--- src/rtl/spi_seq_pkg.sv ---
package spi_seq_pkg;
  typedef enum logic [1:0] {
    ST_IDLE  = 2'd0,
    ST_SHIFT = 2'd1,
    ST_GAP   = 2'd2
  } seq_state_t;
endpackage

--- src/rtl/spi_seq_cfg.sv ---
// Configuration holding registers with write-acceptance rules.
module spi_seq_cfg #(
  parameter int DATA_W   = 32,
  parameter int SIZE_W   = 6,
  parameter int DIV_W    = 8,
  parameter int CNT_W    = 16,
  parameter int DEF_SIZE = 4,
  parameter int DEF_DIV  = 7
) (
  input  logic              clk,
  input  logic              rst,
  input  logic              soft_rst,
  input  logic              ctrl_we,
  input  logic              ctrl_enable,
  input  logic              ctrl_hold_cs,
  input  logic [CNT_W-1:0]  ctrl_frames,
  input  logic              size_we,
  input  logic [SIZE_W-1:0] size_val,
  input  logic              div_we,
  input  logic [DIV_W-1:0]  div_val,
  output logic              en,
  output logic              hold,
  output logic [CNT_W-1:0]  frames,
  output logic [SIZE_W-1:0] size,
  output logic [DIV_W-1:0]  div
);
  localparam logic [SIZE_W-1:0] MAX_SIZE = SIZE_W'(DATA_W);

  logic size_ok;
  assign size_ok = size_we && !en && (size_val != '0) && (size_val <= MAX_SIZE);

  always_ff @(posedge clk) begin
    if (rst || soft_rst) begin
      en     <= 1'b0;
      hold   <= 1'b0;
      frames <= CNT_W'(1);
      size   <= SIZE_W'(DEF_SIZE);
      div    <= DIV_W'(DEF_DIV);
    end else begin
      if (ctrl_we) begin
        en     <= ctrl_enable;
        hold   <= ctrl_hold_cs;
        frames <= ctrl_frames;
      end
      if (size_ok) size <= size_val;
      if (div_we)  div  <= div_val;
    end
  end
endmodule

--- src/rtl/spi_seq_clkdiv.sv ---
// Half-period tick generator; clr realigns the phase.
module spi_seq_clkdiv #(
  parameter int DIV_W = 8
) (
  input  logic             clk,
  input  logic             rst,
  input  logic             clr,
  input  logic [DIV_W-1:0] div,
  output logic             tick
);
  logic [DIV_W-1:0] cnt;

  assign tick = (cnt == div);

  always_ff @(posedge clk) begin
    if (rst || clr)  cnt <= '0;
    else if (tick)   cnt <= '0;
    else             cnt <= cnt + 1'b1;
  end
endmodule

--- src/rtl/spi_seq_shift.sv ---
// Mode-0 frame shifter: rise samples MISO, fall advances MOSI.
module spi_seq_shift #(
  parameter int DATA_W = 32,
  parameter int SIZE_W = 6
) (
  input  logic              clk,
  input  logic              rst,
  input  logic              load,
  input  logic [DATA_W-1:0] load_word,
  input  logic [SIZE_W-1:0] size,
  input  logic              tick,
  input  logic              miso,
  output logic              sclk,
  output logic              mosi,
  output logic              fin,
  output logic [DATA_W-1:0] rx_word
);
  logic              busy;
  logic [DATA_W-1:0] shreg;
  logic [SIZE_W-1:0] bitcnt;

  assign mosi = shreg[DATA_W-1];

  always_ff @(posedge clk) begin
    if (rst) begin
      busy    <= 1'b0;
      sclk    <= 1'b0;
      shreg   <= '0;
      rx_word <= '0;
      bitcnt  <= '0;
      fin     <= 1'b0;
    end else begin
      fin <= 1'b0;
      if (load) begin
        busy    <= 1'b1;
        sclk    <= 1'b0;
        shreg   <= load_word << (DATA_W - int'(size));
        rx_word <= '0;
        bitcnt  <= '0;
      end else if (busy && tick) begin
        if (!sclk) begin
          sclk    <= 1'b1;
          rx_word <= {rx_word[DATA_W-2:0], miso};
        end else begin
          sclk <= 1'b0;
          if (bitcnt == size - 1'b1) begin
            busy <= 1'b0;
            fin  <= 1'b1;
          end else begin
            bitcnt <= bitcnt + 1'b1;
            shreg  <= shreg << 1;
          end
        end
      end
    end
  end
endmodule

--- src/rtl/spi_frame_seq.sv ---
module spi_frame_seq
  import spi_seq_pkg::*;
#(
  parameter int DATA_W   = 32,
  parameter int SIZE_W   = $clog2(DATA_W + 1),
  parameter int DIV_W    = 8,
  parameter int CNT_W    = 16,
  parameter int DEF_SIZE = 4,
  parameter int DEF_DIV  = 7
) (
  input  logic              clk,
  input  logic              rst,
  input  logic              ctrl_we,
  input  logic              ctrl_enable,
  input  logic              ctrl_hold_cs,
  input  logic              ctrl_soft_rst,
  input  logic [CNT_W-1:0]  ctrl_frames,
  input  logic              size_we,
  input  logic [SIZE_W-1:0] size_val,
  input  logic              div_we,
  input  logic [DIV_W-1:0]  div_val,
  input  logic              tx_valid,
  input  logic [DATA_W-1:0] tx_data,
  output logic              tx_pop,
  input  logic              rx_full,
  output logic              rx_push,
  output logic [DATA_W-1:0] rx_data,
  output logic              sclk,
  output logic              mosi,
  input  logic              miso,
  output logic              cs_n,
  output logic              xfer_done,
  output logic              rx_ready,
  output logic              done_pulse,
  output logic              ovf_pulse
);
  logic              soft_rst, rst_all;
  logic              cfg_en, cfg_hold;
  logic [CNT_W-1:0]  cfg_frames;
  logic [SIZE_W-1:0] cfg_size;
  logic [DIV_W-1:0]  cfg_div;
  logic              tick, fin, start, last, enter_gap;
  logic [DATA_W-1:0] rx_word;
  logic [CNT_W-1:0]  remaining;
  logic              gap_half;
  seq_state_t        state;

  assign soft_rst = ctrl_we && ctrl_soft_rst;
  assign rst_all  = rst || soft_rst;

  spi_seq_cfg #(
    .DATA_W(DATA_W), .SIZE_W(SIZE_W), .DIV_W(DIV_W), .CNT_W(CNT_W),
    .DEF_SIZE(DEF_SIZE), .DEF_DIV(DEF_DIV)
  ) u_cfg (
    .clk(clk), .rst(rst), .soft_rst(soft_rst),
    .ctrl_we(ctrl_we), .ctrl_enable(ctrl_enable), .ctrl_hold_cs(ctrl_hold_cs),
    .ctrl_frames(ctrl_frames), .size_we(size_we), .size_val(size_val),
    .div_we(div_we), .div_val(div_val),
    .en(cfg_en), .hold(cfg_hold), .frames(cfg_frames), .size(cfg_size), .div(cfg_div)
  );

  assign start     = (state == ST_IDLE) && cfg_en && tx_valid && (remaining != '0);
  assign last      = (remaining <= CNT_W'(1));
  assign enter_gap = (state == ST_SHIFT) && fin && (last || !cfg_hold);

  spi_seq_clkdiv #(.DIV_W(DIV_W)) u_div (
    .clk(clk), .rst(rst_all), .clr(start || enter_gap), .div(cfg_div), .tick(tick)
  );

  spi_seq_shift #(.DATA_W(DATA_W), .SIZE_W(SIZE_W)) u_shift (
    .clk(clk), .rst(rst_all), .load(start), .load_word(tx_data), .size(cfg_size),
    .tick(tick), .miso(miso), .sclk(sclk), .mosi(mosi), .fin(fin), .rx_word(rx_word)
  );

  always_ff @(posedge clk) begin
    if (rst_all) begin
      state      <= ST_IDLE;
      remaining  <= CNT_W'(1);
      cs_n       <= 1'b1;
      tx_pop     <= 1'b0;
      rx_push    <= 1'b0;
      rx_data    <= '0;
      ovf_pulse  <= 1'b0;
      done_pulse <= 1'b0;
      xfer_done  <= 1'b0;
      rx_ready   <= 1'b0;
      gap_half   <= 1'b0;
    end else begin
      tx_pop     <= 1'b0;
      rx_push    <= 1'b0;
      ovf_pulse  <= 1'b0;
      done_pulse <= 1'b0;
      unique case (state)
        ST_IDLE: begin
          if (start) begin
            tx_pop    <= 1'b1;
            cs_n      <= 1'b0;
            xfer_done <= 1'b0;
            rx_ready  <= 1'b0;
            state     <= ST_SHIFT;
          end
        end
        ST_SHIFT: begin
          if (fin) begin
            if (rx_full) begin
              ovf_pulse <= 1'b1;
            end else begin
              rx_push <= 1'b1;
              rx_data <= rx_word;
            end
            remaining <= remaining - 1'b1;
            if (last) begin
              done_pulse <= 1'b1;
              xfer_done  <= 1'b1;
              rx_ready   <= 1'b1;
              remaining  <= cfg_frames;
            end
            if (enter_gap) begin
              cs_n     <= 1'b1;
              gap_half <= 1'b0;
              state    <= ST_GAP;
            end else begin
              state <= ST_IDLE;
            end
          end
        end
        ST_GAP: begin
          if (tick) begin
            if (gap_half) state <= ST_IDLE;
            gap_half <= 1'b1;
          end
        end
        default: state <= ST_IDLE;
      endcase
      if (ctrl_we) remaining <= ctrl_frames;
    end
  end
endmodule

--- config.mk ---
export PLATFORM = sky130hd
export DESIGN_NAME = spi_frame_seq
export DESIGN_NICKNAME = d
export VERILOG_FILES = /design/src/rtl/spi_seq_pkg.sv /design/src/rtl/spi_seq_cfg.sv /design/src/rtl/spi_seq_clkdiv.sv /design/src/rtl/spi_seq_shift.sv /design/src/rtl/spi_frame_seq.sv
export SDC_FILE = /design/constraint.sdc
export NUM_CORES = 1
export LEC_CHECK = 0
export ABC_AREA = 1
export ABC_CLOCK_PERIOD_IN_PS = 2480
export BUFFER_PORTS_ARGS = -buffer_cell sky130_fd_sc_hd__buf_4
export CORE_MARGIN = 8
export CORE_UTILIZATION = 53
export CTS_CLUSTER_DIAMETER = 30
export DETAILED_ROUTE_END_ITERATION = 8
export GPL_TIMING_DRIVEN = 1
export PLACE_DENSITY = 0.77
export SYNTH_ARGS = -nofsm -noshare
export SYNTH_HDL_FRONTEND = slang
export SYNTH_SLANG_ARGS = --single-unit
--- constraint.sdc ---
create_clock -name clk -period 2.48 [get_ports clk]
set_input_delay 0.124 -clock clk [delete_from_list [all_inputs] [get_ports clk]]
set_output_delay 0.124 -clock clk [all_outputs]
set_load 0.05 [all_outputs]
After elaboration in Yosys (flattened, before gate mapping)
Index checks and enable logic that the tools add are counted.
Widths: inputs -> output; s select.
{ "classes": {"n_eq_ne": 11, "addsub": 5, "shift": 1, "bitwise": 7, "order_cmp": 2, "n_mux": 35, "reduce_logical": 41} }
{ "op_table": {"columns": ["op", "n"], "rows": [
  ["$mux 32", 4],
  ["$mux 16", 4],
  ["$shl 32x32->32", 1],
  ["$mux 1", 18],
  ["$le 16x1->1 const B", 1],
  ["$reduce_and 4->1", 4],
  ["$reduce_bool 16->1", 1],
  ["$sub 16x1->16 const B", 1],
  ["$reduce_bool 2->1", 7],
  ["$reduce_and 3->1", 4],
  ["$logic_and 1x1->1", 10],
  ["$mux 2", 5],
  ["$ne 2x2->1 const B", 5],
  ["$add 8x1->8 const B", 1],
  ["$eq 8x8->1", 1],
  ["$not 1->1", 7],
  ["$sub 6x6->7 const A", 1],
  ["$add 6x1->6 const B", 1],
  ["$eq 6x6->1", 1],
  ["$le 6x6->1 const B", 1],
  ["$pmux 1 s2", 3],
  ["$pmux 2 s3", 1],
  ["$reduce_bool 6->1", 1],
  ["$reduce_or 2->1", 3],
  ["other kinds (10)", 16]
]} }
{ "word_totals": {"register_bits": 170, "output_inout_bits": 41, "in_bits": 73, "word_cells": 124} }

Depth between registers and ports, before layout
Gate-level depths: netlist of run 1.
{ "logic_depth": {"word_depth": 7, "depth_mapped": 18, "mapped_depth_nobuf": 15} }

Cells and area by module
A second synthesis of run 1 with hierarchy kept.
{ "unflattened": {"cells_unflattened": 1400, "area_unflattened_um2": 9290.2} }
{ "by_module_without_submodules": {"columns": ["module", "seq_area_each_um2", "instances", "area_each_um2", "cells_per_inst"], "rows": [
  ["spi_seq_shift", 1461.4, 1, 4723.3, 753],
  ["spi_frame_seq", 1141.1, 1, 2870.3, 418],
  ["spi_seq_cfg", 640.6, 1, 1194.9, 157],
  ["spi_seq_clkdiv", 160.2, 1, 501.7, 72]
]} }

Least setup slack after synthesis of run 1
OpenSTA, ideal clock, no wires.
{ "synth_timing": {"path_type": "register -> register", "start": "reg u_cfg.size[0]", "end": "reg u_shift.shreg[16]", "stages_incl_launch_ff": 17, "n_path_buf": 5, "setup_ps": 122, "arrival_time_ps": 2268, "slack_ps": 90, "synth_period_minus_slack_ps": 2390, "required_ps": 2358, "path_cell_list": "dfxtp_1 buf_6 inv_4 buf_6 buf_2 ha_1 buf_2 xnor2_1 a21oi_1 nand3b_1 nor3_2 nand2_1 nand2_4 nand2_4 buf_6 o21ai_1 a21oi_1"} }
{ "synth_between": {"elab_chain_cells": 4, "elab_cells_between_ends": 7, "cone_classes": "add/sub (2); eq/ne (2); shift (1); mux (1); reduce/logical (1)"} }
{ "synth_lines": {"columns": ["element", "line_no", "text"], "rows": [
  ["start: declaration", "spi_seq_cfg.sv:24", "output logic [SIZE_W-1:0] size,"],
  ["start signal: assignment", "spi_seq_cfg.sv:37", "size <= SIZE_W'(DEF_SIZE);"],
  ["start signal: assignment", "spi_seq_cfg.sv:45", "if (size_ok) size <= size_val;"],
  ["parallel branches: the longest is 4 deep, another holds $sub 6x6->7", null, null],
  ["end signal: assignment", "spi_seq_shift.sv:37", "shreg <= load_word << (DATA_W - int'(size));"],
  ["end signal: assignment", "spi_seq_shift.sv:51", "shreg <= shreg << 1;"],
  ["end: declaration", "spi_seq_shift.sv:19", "logic [DATA_W-1:0] shreg;"]
]} }
Several ways; the timed one is not identified.
A chain may end at the register's enable or synchronous reset.

Final worst setup path of run 1
{ "layout_timing": {"start": "reg u_cfg.size[0]", "end": "reg u_shift.shreg[11]"} }
The elaborated chain is that of the path after synthesis.

==> results_dict.tcl, run 1 <==
set metrics [dict create \
    status "finished, final reports clean" \
    grt_overflow 0 \
    hp-class "input port to flop" \
    drive_gt1_share_pct 13.7 \
    synthTopCellsByCount "nand2_1, nand3_1, dfxtp_1, nor2_1, a21oi_1" \
    crit_path_start_kind "flop" \
    n_antenna_cell 0 \
    relSlewSlack_pct 30.6 \
    clk_latency_ns 0.42 \
    ant_nets 0 \
    fill_cells 1475 \
    synthCells 1355 \
    startpoint "u_cfg.size[0]" \
    drt_iter0_markers 846 \
    drv_slew 0 \
    ys_seq_area_share_pct 37.9 \
    min_period_over_period_pct 91.2 \
    drtPass1Iterations 5 \
    p_per_area_mw_per_mm2 618 \
    arrival_ns 2.60 \
    synth.most_common_cell "nand2_1" \
    multiInputGateArea_mm2 0.00488 \
    finalSetupViolCount 0 \
    synth_top_area_share_pct 37.9 \
    seq_area_mm2 0.00340 \
    core_area_mm2 0.0166 \
    cts.sinks 170 \
    fin_crit_ns 2.26 \
    place.gp.congestion 0.957 \
    leakage_uw 0.00487 \
    final_nets 1545 \
    synth_area_mm2 0.00897 \
    synth.area.top_cells "dfxtp_1, nand3_1, nand2_1, a21oi_1, o21ai_0" \
    dp_hpwl_um 17000 \
    max_cap_viol_count 0 \
    dieArea_mm2 0.0213 \
    yosys_warnings 0 \
    viasPerCell 5.49 \
    ir_drop_uv 540 \
    crit_top_cell "a21oi_1" \
    antenna_found_initial 0 \
    critPathKind "flop to flop" \
    ys_ff_latch 170 \
    htree_num_levels 4 \
    wl_um 24700 \
    areaGrowthSynthToFinish_pct 21.6 \
    synthDistinctLibCells 41 \
    clkSlewWorstSetupHoldPaths_ns 0.06 \
    root_buffer "clkbuf_16" \
    initial_core_util_pct 54.1 \
    synth_fp_nets 1434 \
    yosysTopAreaCell "dfxtp_1" \
    fp.dieH_um 146 \
    portBuffers 113 \
    worst_pin_slew_ns 1.04 \
    cp-end-kind "flop" \
    die_x_um 146 \
    crit_path_top_delay_cell "dfxtp_1" \
    cp_slowest_stage_delay_ns 0.37 \
    async_flop_share_pct 0 \
    synth-edff-count 0 \
    post_cts_buffers 0 \
    ys.flop_type "dfxtp_1" \
    path_cells "inv_4 > ha_1 > xnor2_1 > a21oi_1 > nand3b_1 > nor3_2 > nand2_1 > nand2_4 > buf_4 > o21ai_0 > a21oi_1" \
    placementRows 47 \
    cts_buffers 17 \
    wl_per_cell_um 14.5 \
    drc 0 \
    min_from "ctrl_we" \
    cts_buffer_depth 2 \
    grt_setup_unrepaired "no" \
    final.setup.tns_ns 0 \
    first_global_vias 8780 \
    final_core_utilization_pct 65.8 \
    grt_use_total_pct 22.6 \
    rr_startpoint "u_cfg.size[0]" \
    final_hold_viol_count 0 \
    crit_fanout 23 \
    num_vias 9334 \
    syn_avg_cell_area_um2 6.62 \
    fmax_mhz 442 \
    fin_skew_ns 0.00907 \
    grt_first_pass_wirelength_um 41200 \
    tritoncts "yes" \
    total_power_uw 6740 \
    grt_max_degree 62 \
    required_ns 2.82 \
    io_pins 114 \
]
flip-flops by register name (all words and copies together) (netlist names):
name and count:
u_shift.busy 1, rx_push 1, remaining 16, u_shift.sclk 1, u_shift.bitcnt 6, ovf_pulse 1
u_cfg.div 8, rx_data 32, u_cfg.frames 16, gap_half 1, u_shift.shreg 32, done_pulse 1
u_cfg.hold 1, u_cfg.size 6, rx_ready 1, tx_pop 1, u_shift.fin 1, u_shift.rx_word 32
state 2, cs_n 1, u_cfg.en 1, u_div.cnt 8
cells by family after synthesis:
logic type / count (synthesis) / synth area share [%]
AO/OA/AOI/OAI: 262 / 15.1
buffers and inverters: 164 / 7.99
XOR/XNOR: 28 / 2.82
adder cells (fa/ha/maj): 6 / 0.837
flip-flops: 170 / 37.9
AND/OR/NAND/NOR: 725 / 35.4
report_power, final:
part           internal [uW]  total [uW]  leakage (uW)  switching (uW)
clock network           1510        2660      0.000281            1150
logic                    462        1240       0.00321             781
registers               2790        2840       0.00138            48.6
total                   4760        6740       0.00487            1980
critical path: cells and delay by family, from the launching register on:
kind	cells	cell delay, ns
AOI/OAI and AO/OA	3	0.40
xor gates and xnor gates	1	0.15
adders and majority gates	1	0.34
buffers and inverters	2	0.31
DFF	1	0.37
and+or+nand+nor	4	0.61
routing by layer:
metal | share of wire (%) | GRT usage [%]
met1 | 44 | 28.0
met2 | 48 | 38.2
met3 | 5.6 | 4.36
met4 | 2.4 | 8.50
met5 | 0 | 0
placed cells by master (no fill, tap or decap), types with 21 or more instances in the layout:
cell           count
nand3_1          254
inv_1             75
dfxtp_1          170
o21ai_1           21
a21oi_1          116
dlygate4sd3_1     36
o21ai_0          109
buf_4            138
nand2_1          306
nor2_1           122
final timing paths:
path / to / slack [ns] / cells after the start
worst min-delay path: u_cfg.hold / 0.02 / 3
worst max register to register: u_shift.shreg[11] / 0.22 / 11
worst max-delay path: u_shift.shreg[11] / 0.22 / 11
worst min register to register: u_cfg.frames[6] / 0.46 / 2
timing repair:
action,in CTS,in global routing
endpoints found under the hold margin,35,0
gates resized for setup,0,1
hold buffers,36,0
endpoints found under the setup margin,0,2
layout make-up:
cell class | instances | area share (%)
Timing Repair Buffer | 177 | 13.4
Tap cell | 220 | 2.52
Clock buffer | 18 | 3.93
Multi-Input combinational cell | 1021 | 44.7
Inverter | 79 | 2.74
Clock inverter | 14 | 1.49
Sequential cell | 170 | 31.2
through the flow:
stage                     instances  hold WS [ns]  worst slack (ns)  area, um2
after floorplan                1355         0.196            0.0903       8970
after global placement         1630         0.329             0.236       9930
after detailed placement       1630         0.323             0.221       9930
after CTS                      1698       0.00659             0.214      10900
after global routing           1699        0.0190            0.0384      10900
final                          1699        0.0228             0.218      10900
(Power assumes the default switching activity.)
==> run 2: changes to the inputs <==
- REMOVE_ABC_BUFFERS: unset -> 1
==> results_dict.tcl, run 2 (synthesized netlist as in run 1, its figures left out) <==
set metrics [dict create \
    crit_fanout 30 \
    status "finished, final reports clean" \
    critPathKind "flop to flop" \
    placementRows 47 \
    htree_num_levels 4 \
    portBuffers 113 \
    hold_depth 3 \
    cp-end-kind "flop" \
    min_period_over_period_pct 89.8 \
    num_vias 9420 \
    fin_skew_ns 0.0165 \
    core_area_mm2 0.0166 \
    finalSetupViolCount 0 \
    layout_commonest_cell "nand2_1" \
    final_core_utilization_pct 66.2 \
    die_x_um 146 \
    fill_cells 1470 \
    place.gp.congestion 0.991 \
    path_cells "inv_4 > ha_1 > nand3_1 > nand2_2 > clkbuf_16 > nand3_1 > nand3_1 > nand3_1 > nand2_1 > nand2_1 > nand2_1 > o21ai_0 > a21oi_1" \
    tritoncts "yes" \
    p_per_area_mw_per_mm2 615 \
    cts_buffer_depth 2 \
    antenna_found_initial 0 \
    reg2reg_depth 13 \
    relSlewSlack_pct 33.0 \
    leakage_uw 0.00490 \
    ir_drop_uv 504 \
    viasPerCell 5.53 \
    drt_iter0_markers 668 \
    max_cap_viol_count 0 \
    drtPass1Iterations 5 \
    dp_hpwl_um 17100 \
    wl_per_cell_um 14.9 \
    top_regs "rx_data x32, u_shift.rx_word x32, u_shift.shreg x32" \
    fmax_mhz 449 \
    final.setup.tns_ns 0 \
    io_pins 114 \
    hp-class "input port to flop" \
    grt_use_total_pct 23.7 \
    clk_latency_ns 0.44 \
    first_global_vias 9039 \
    wl_um 25400 \
    arrival_ns 2.54 \
    required_ns 2.79 \
    crit_path_start_kind "flop" \
    crit_path_top_delay_cell "dfxtp_1" \
    crit_top_cell "nand3_1" \
    worst_pin_slew_ns 1.00 \
    fin_crit_ns 2.23 \
    dieArea_mm2 0.0213 \
    final_nets 1549 \
    clkSlewWorstSetupHoldPaths_ns 0.07 \
    total_power_uw 6750 \
    ant_nets 0 \
    cts_buffers 17 \
    n_antenna_cell 0 \
    cts.sinks 170 \
    grt_max_degree 93 \
    initial_core_util_pct 54.1 \
    drive_gt1_share_pct 13.8 \
    holdWs_ns 0.00991 \
    drv_slew 0 \
    cp_slowest_stage_delay_ns 0.37 \
    grt_overflow 0 \
    final_hold_viol_count 0 \
    final_cell_mix "nand2_1, nand3_1, dfxtp_1, buf_4, nor2_1" \
    root_buffer "clkbuf_16" \
    grt_first_pass_wirelength_um 43000 \
    areaGrowthSynthToFinish_pct 22.4 \
    fp.dieH_um 146 \
    drc 0 \
]
run 2: cell count changes in the layout (fill, tap and decap cells not counted):
cell,previous run,this run
nor2_2,6,7
clkbuf_1,1,0
clkinvlp_4,3,0
dlygate4sd3_1,36,41
inv_12,0,1
buf_4,138,136
buf_12,2,3
inv_8,2,3
clkinv_8,0,5
bufinv_16,2,0
inv_6,3,2
nor2_1,122,121
run 2: what timing repair did:
item                       in CTS  in global routing
hold buffers                   41                  0
buffers inserted                0                  0
setup endpoints to repair       0                  3
gates resized for setup         0                  1
hold endpoints to repair       43                  0
run 2: final timing paths:
path / start / endpoint / slack, ns
max: u_cfg.size[0] / u_shift.shreg[22] / 0.25
min: size_val[1] / u_cfg.size[1] / 0.01
max reg2reg: u_cfg.size[0] / u_shift.shreg[22] / 0.25
min reg2reg: u_shift.busy / u_shift.busy / 0.47
run 2: power by group:
part           leakage, uW  internal [uW]  switching, uW
Sequential         0.00138           2790           50.0
Combinational      0.00323            468            777
Clock             0.000295           1360           1300
Total              0.00490           4620           2130
run 2: per-layer routing:
layer	vias to the layer above	wire length (um)	track usage (%)
li1	4734	-	-
met1	4317	11100	29.5
met2	300	12200	38.7
met3	69	1440	5.32
met4	0	696	9.94
met5	-	0	0
run 2: layout make-up:
| cell class | instances | area, um2 | share of cell area (%) |
|---|---|---|---|
| repair buffers | 181 | 1520 | 13.8 |
| multi-input cells | 1021 | 4880 | 44.4 |
| clock inverters | 15 | 180 | 1.64 |
| inverters | 79 | 299 | 2.72 |
| well taps | 220 | 275 | 2.51 |
| flip-flops and latches | 170 | 3400 | 31.0 |
| clock buffers | 17 | 425 | 3.88 |
run 2: per-stage QoR:
| step | setup slack, ns | std cells | cell area (um2) |
|---|---|---|---|
| final | 0.254 | 1703 | 11000 |
| after global routing | -0.00196 | 1703 | 11000 |
| after CTS | 0.249 | 1702 | 11000 |
| after detailed placement | 0.267 | 1629 | 9930 |
| after global placement | 0.314 | 1629 | 9930 |
| after floorplan | -2.36 | 1270 | 8550 |
run 2: worst max-delay path, delay by kind of cell (launching register included):
kind / cells / cell delay [ns]
and+or+nand+nor: 8 / 0.78
DFF: 1 / 0.37
AOI/OAI and AO/OA: 2 / 0.41
adders and majority gates: 1 / 0.25
buffers and inverters: 2 / 0.29
==> run 3: changes to the inputs <==
- SYNTH_HIERARCHICAL: unset -> 1
==> results_dict.tcl, run 3 <==
set metrics [dict create \
    drv_slew 0 \
    crit_fanout 29 \
    post-place-ws_ns 0.313 \
    grt_first_pass_wirelength_um 42500 \
    tritoncts "yes" \
    status "finished, final reports clean" \
    fmax_mhz 450 \
    drc 0 \
    yosysTopAreaCell "dfxtp_1" \
    cp_slowest_stage_delay_ns 0.35 \
    swShare_pct 30.6 \
    synthDistinctLibCells 45 \
    post_cts_buffers 0 \
    dp_hpwl_um 17200 \
    syn_avg_cell_area_um2 6.64 \
    wl_met3_um 1300 \
    ir_drop_uv 516 \
    total_power_uw 6760 \
    crit_path_top_delay_cell "dfxtp_1" \
    min_from "size_val[5]" \
    worst_pin_slew_ns 0.960 \
    ys_seq_area_share_pct 36.6 \
    p_clk_share_pct 39.5 \
    num_vias 9724 \
    placementRows 48 \
    portBuffers 113 \
    hold_depth 3 \
    cts_buffer_depth 2 \
    place.gp.congestion 0.989 \
    cts.sinks 170 \
    initial_core_util_pct 53.9 \
    rr_startpoint "u_cfg/size[0]" \
    grt_setup_unrepaired "no" \
    final_hold_viol_count 0 \
    htree_num_levels 4 \
    max_cap_viol_count 0 \
    synthTopCellsByCount "nand2_1, nand3_1, nor2_1, dfxtp_1, o21ai_0" \
    multiInputGateArea_mm2 0.00513 \
    fin_skew_ns 0.0113 \
    relSlewSlack_pct 35.9 \
    fin_ws_ns 0.259 \
    grt_max_degree 60 \
    power.switching_uw 2070 \
    final_cell_mix "nand2_1, nand3_1, nor2_1, dfxtp_1, buf_4" \
    hp-class "input port to flop" \
    fp.dieH_um 148 \
    final.setup.tns_ns 0 \
    highest_layer "met4" \
    core_area_mm2 0.0172 \
    synth-edff-count 0 \
    grt_use_total_pct 23.1 \
    viasPerCell 5.54 \
    drive_gt1_share_pct 15.3 \
    power.share.sequential_pct 42.0 \
    layout_commonest_cell "nand2_1" \
    drt_iter0_markers 916 \
    die_x_um 148 \
    m1WireLength_um 11500 \
    final_nets 1595 \
    min_period_over_period_pct 89.6 \
    ant_nets 0 \
    areaGrowthSynthToFinish_pct 20.7 \
    fin_crit_ns 2.22 \
    finalSetupViolCount 0 \
    ys.flop_type "dfxtp_1" \
    synth_area_mm2 0.00929 \
    fill_cells 1497 \
    critPathKind "flop to flop" \
    synth_top_area_share_pct 36.6 \
    synthCells 1400 \
    r2r_slack_ns 0.26 \
    min_to "u_cfg/size[5]" \
    async_flop_share_pct 0 \
    leakage_uw 0.00514 \
    cp-end-kind "flop" \
    yosys_warnings 6 \
    wl_um 25500 \
    required_ns 2.83 \
    seq_area_mm2 0.00340 \
    dieArea_mm2 0.0220 \
    synth.area.top_cells "dfxtp_1, nand3_1, nand2_1, nor2_1, o21ai_0" \
    crit_path_start_kind "flop" \
    ys_ff_latch 170 \
    r2r-end "u_shift/shreg[9]" \
    top_regs "rx_data x32, u_shift/rx_word x32, u_shift/shreg x32" \
    drtPass1Iterations 6 \
    clk_latency_ns 0.43 \
    wl_per_cell_um 14.6 \
    arrival_ns 2.57 \
    grt_overflow 0 \
    antenna_found_initial 2 \
    first_global_vias 9051 \
    io_pins 114 \
    final_core_utilization_pct 65.0 \
    clkSlewWorstSetupHoldPaths_ns 0.07 \
    synth.most_common_cell "nand2_1" \
    path_cells "inv_2 > ha_1 > xnor2_1 > a21oi_1 > nand3_1 > nor2_2 > nand3b_4 > nand2_4 > buf_4 > o21ai_0 > a21oi_1" \
    reg2reg_depth 11 \
    p_per_area_mw_per_mm2 603 \
    crit_top_cell "a21oi_1" \
    root_buffer "clkbuf_16" \
    wl_met2_um 12000 \
    internal_power_uw 4690 \
    pwr-share-comb_pct 18.5 \
    cts_buffers 17 \
]
## run 3: cell count changes after synthesis, sizes merged, moves of 3 or more
cell | previous run | this run
xor2 | 14 | 9
xnor2 | 14 | 8
nor2 | 130 | 206
or2 | 2 | 5
nand3b | 2 | 8
nor3 | 12 | 3
buf | 38 | 43
inv | 78 | 95
o21ai | 130 | 148
nand2 | 314 | 282
a21oi | 120 | 96
clkbuf | 47 | 35
o221ai | 0 | 4
## run 3: power by group through the flow
stage               Sequential, uW  Combinational [uW]  Clock (uW)
finish                        2840                1250        2670
global route                  2840                1400        2840
CTS                           2840                1230        2710
detailed placement            2900                1170           0
global placement              2900                1160           0
floorplan                     2900                 787           0
## run 3: what timing repair did
action / in CTS / in global routing
gates resized for setup: 0 / 1
hold buffers: 37 / 0
hold endpoints to repair: 32 / 0
setup endpoints to repair: 0 / 1
## run 3: through the flow
stage / cell area, um2 / hold WS [ns] / std cells
2_1_floorplan: 8890 / 0.196 / 1322
3_3_place_gp: 10200 / 0.319 / 1684
3_5_place_dp: 10200 / 0.322 / 1684
4_1_cts: 11200 / 0.000935 / 1753
5_1_grt: 11200 / 0.0249 / 1755
6_report: 11200 / 0.0180 / 1755
## run 3: cells by family after synthesis
| logic type | share of synthesized area, % |
|---|---|
| buffers and inverters | 8.23 |
| flip-flops | 36.6 |
| adder cells (fa/ha/maj) | 0.943 |
| AO/OA/AOI/OAI | 14.9 |
| XOR/XNOR | 1.93 |
| AND/OR/NAND/NOR | 37.4 |
## run 3: layer usage
layer,global-route usage [%],vias to the layer above
met5,0,-
met4,9.13,0
met3,4.65,58
met2,37.4,321
met1,29.5,4477
li1,-,4868
## run 3: worst max path at each step
| stage | to | cells past startpoint | startpoint |
|---|---|---|---|
| 2_1_floorplan | u_shift/shreg[31] | 11 | u_cfg/size[0] |
| 3_3_place_gp | u_shift/shreg[19] | 11 | u_cfg/size[0] |
| 3_5_place_dp | u_shift/shreg[26] | 13 | u_cfg/size[0] |
| 4_1_cts | u_shift/shreg[9] | 11 | u_cfg/size[0] |
| 5_1_grt | u_shift/shreg[24] | 13 | u_cfg/size[0] |
| 6_report | u_shift/shreg[9] | 11 | u_cfg/size[0] |
## run 3: cell type report
class	instances	area share [%]
well taps	225	2.51
flip-flops and latches	170	30.4
clock inverters	15	1.57
clock buffers	17	3.79
multi-input cells	1054	45.7
repair buffers	174	12.7
inverters	98	3.28
diodes	2	0.0446
## run 3: worst max-delay path, delay by kind of cell (launching register included)
family,cells,cell delay [ns]
simple gates,4,0.49
compound gates,3,0.46
buf+inv,2,0.37
flops,1,0.35
fa+ha+maj,1,0.34
xor+xnor,1,0.14
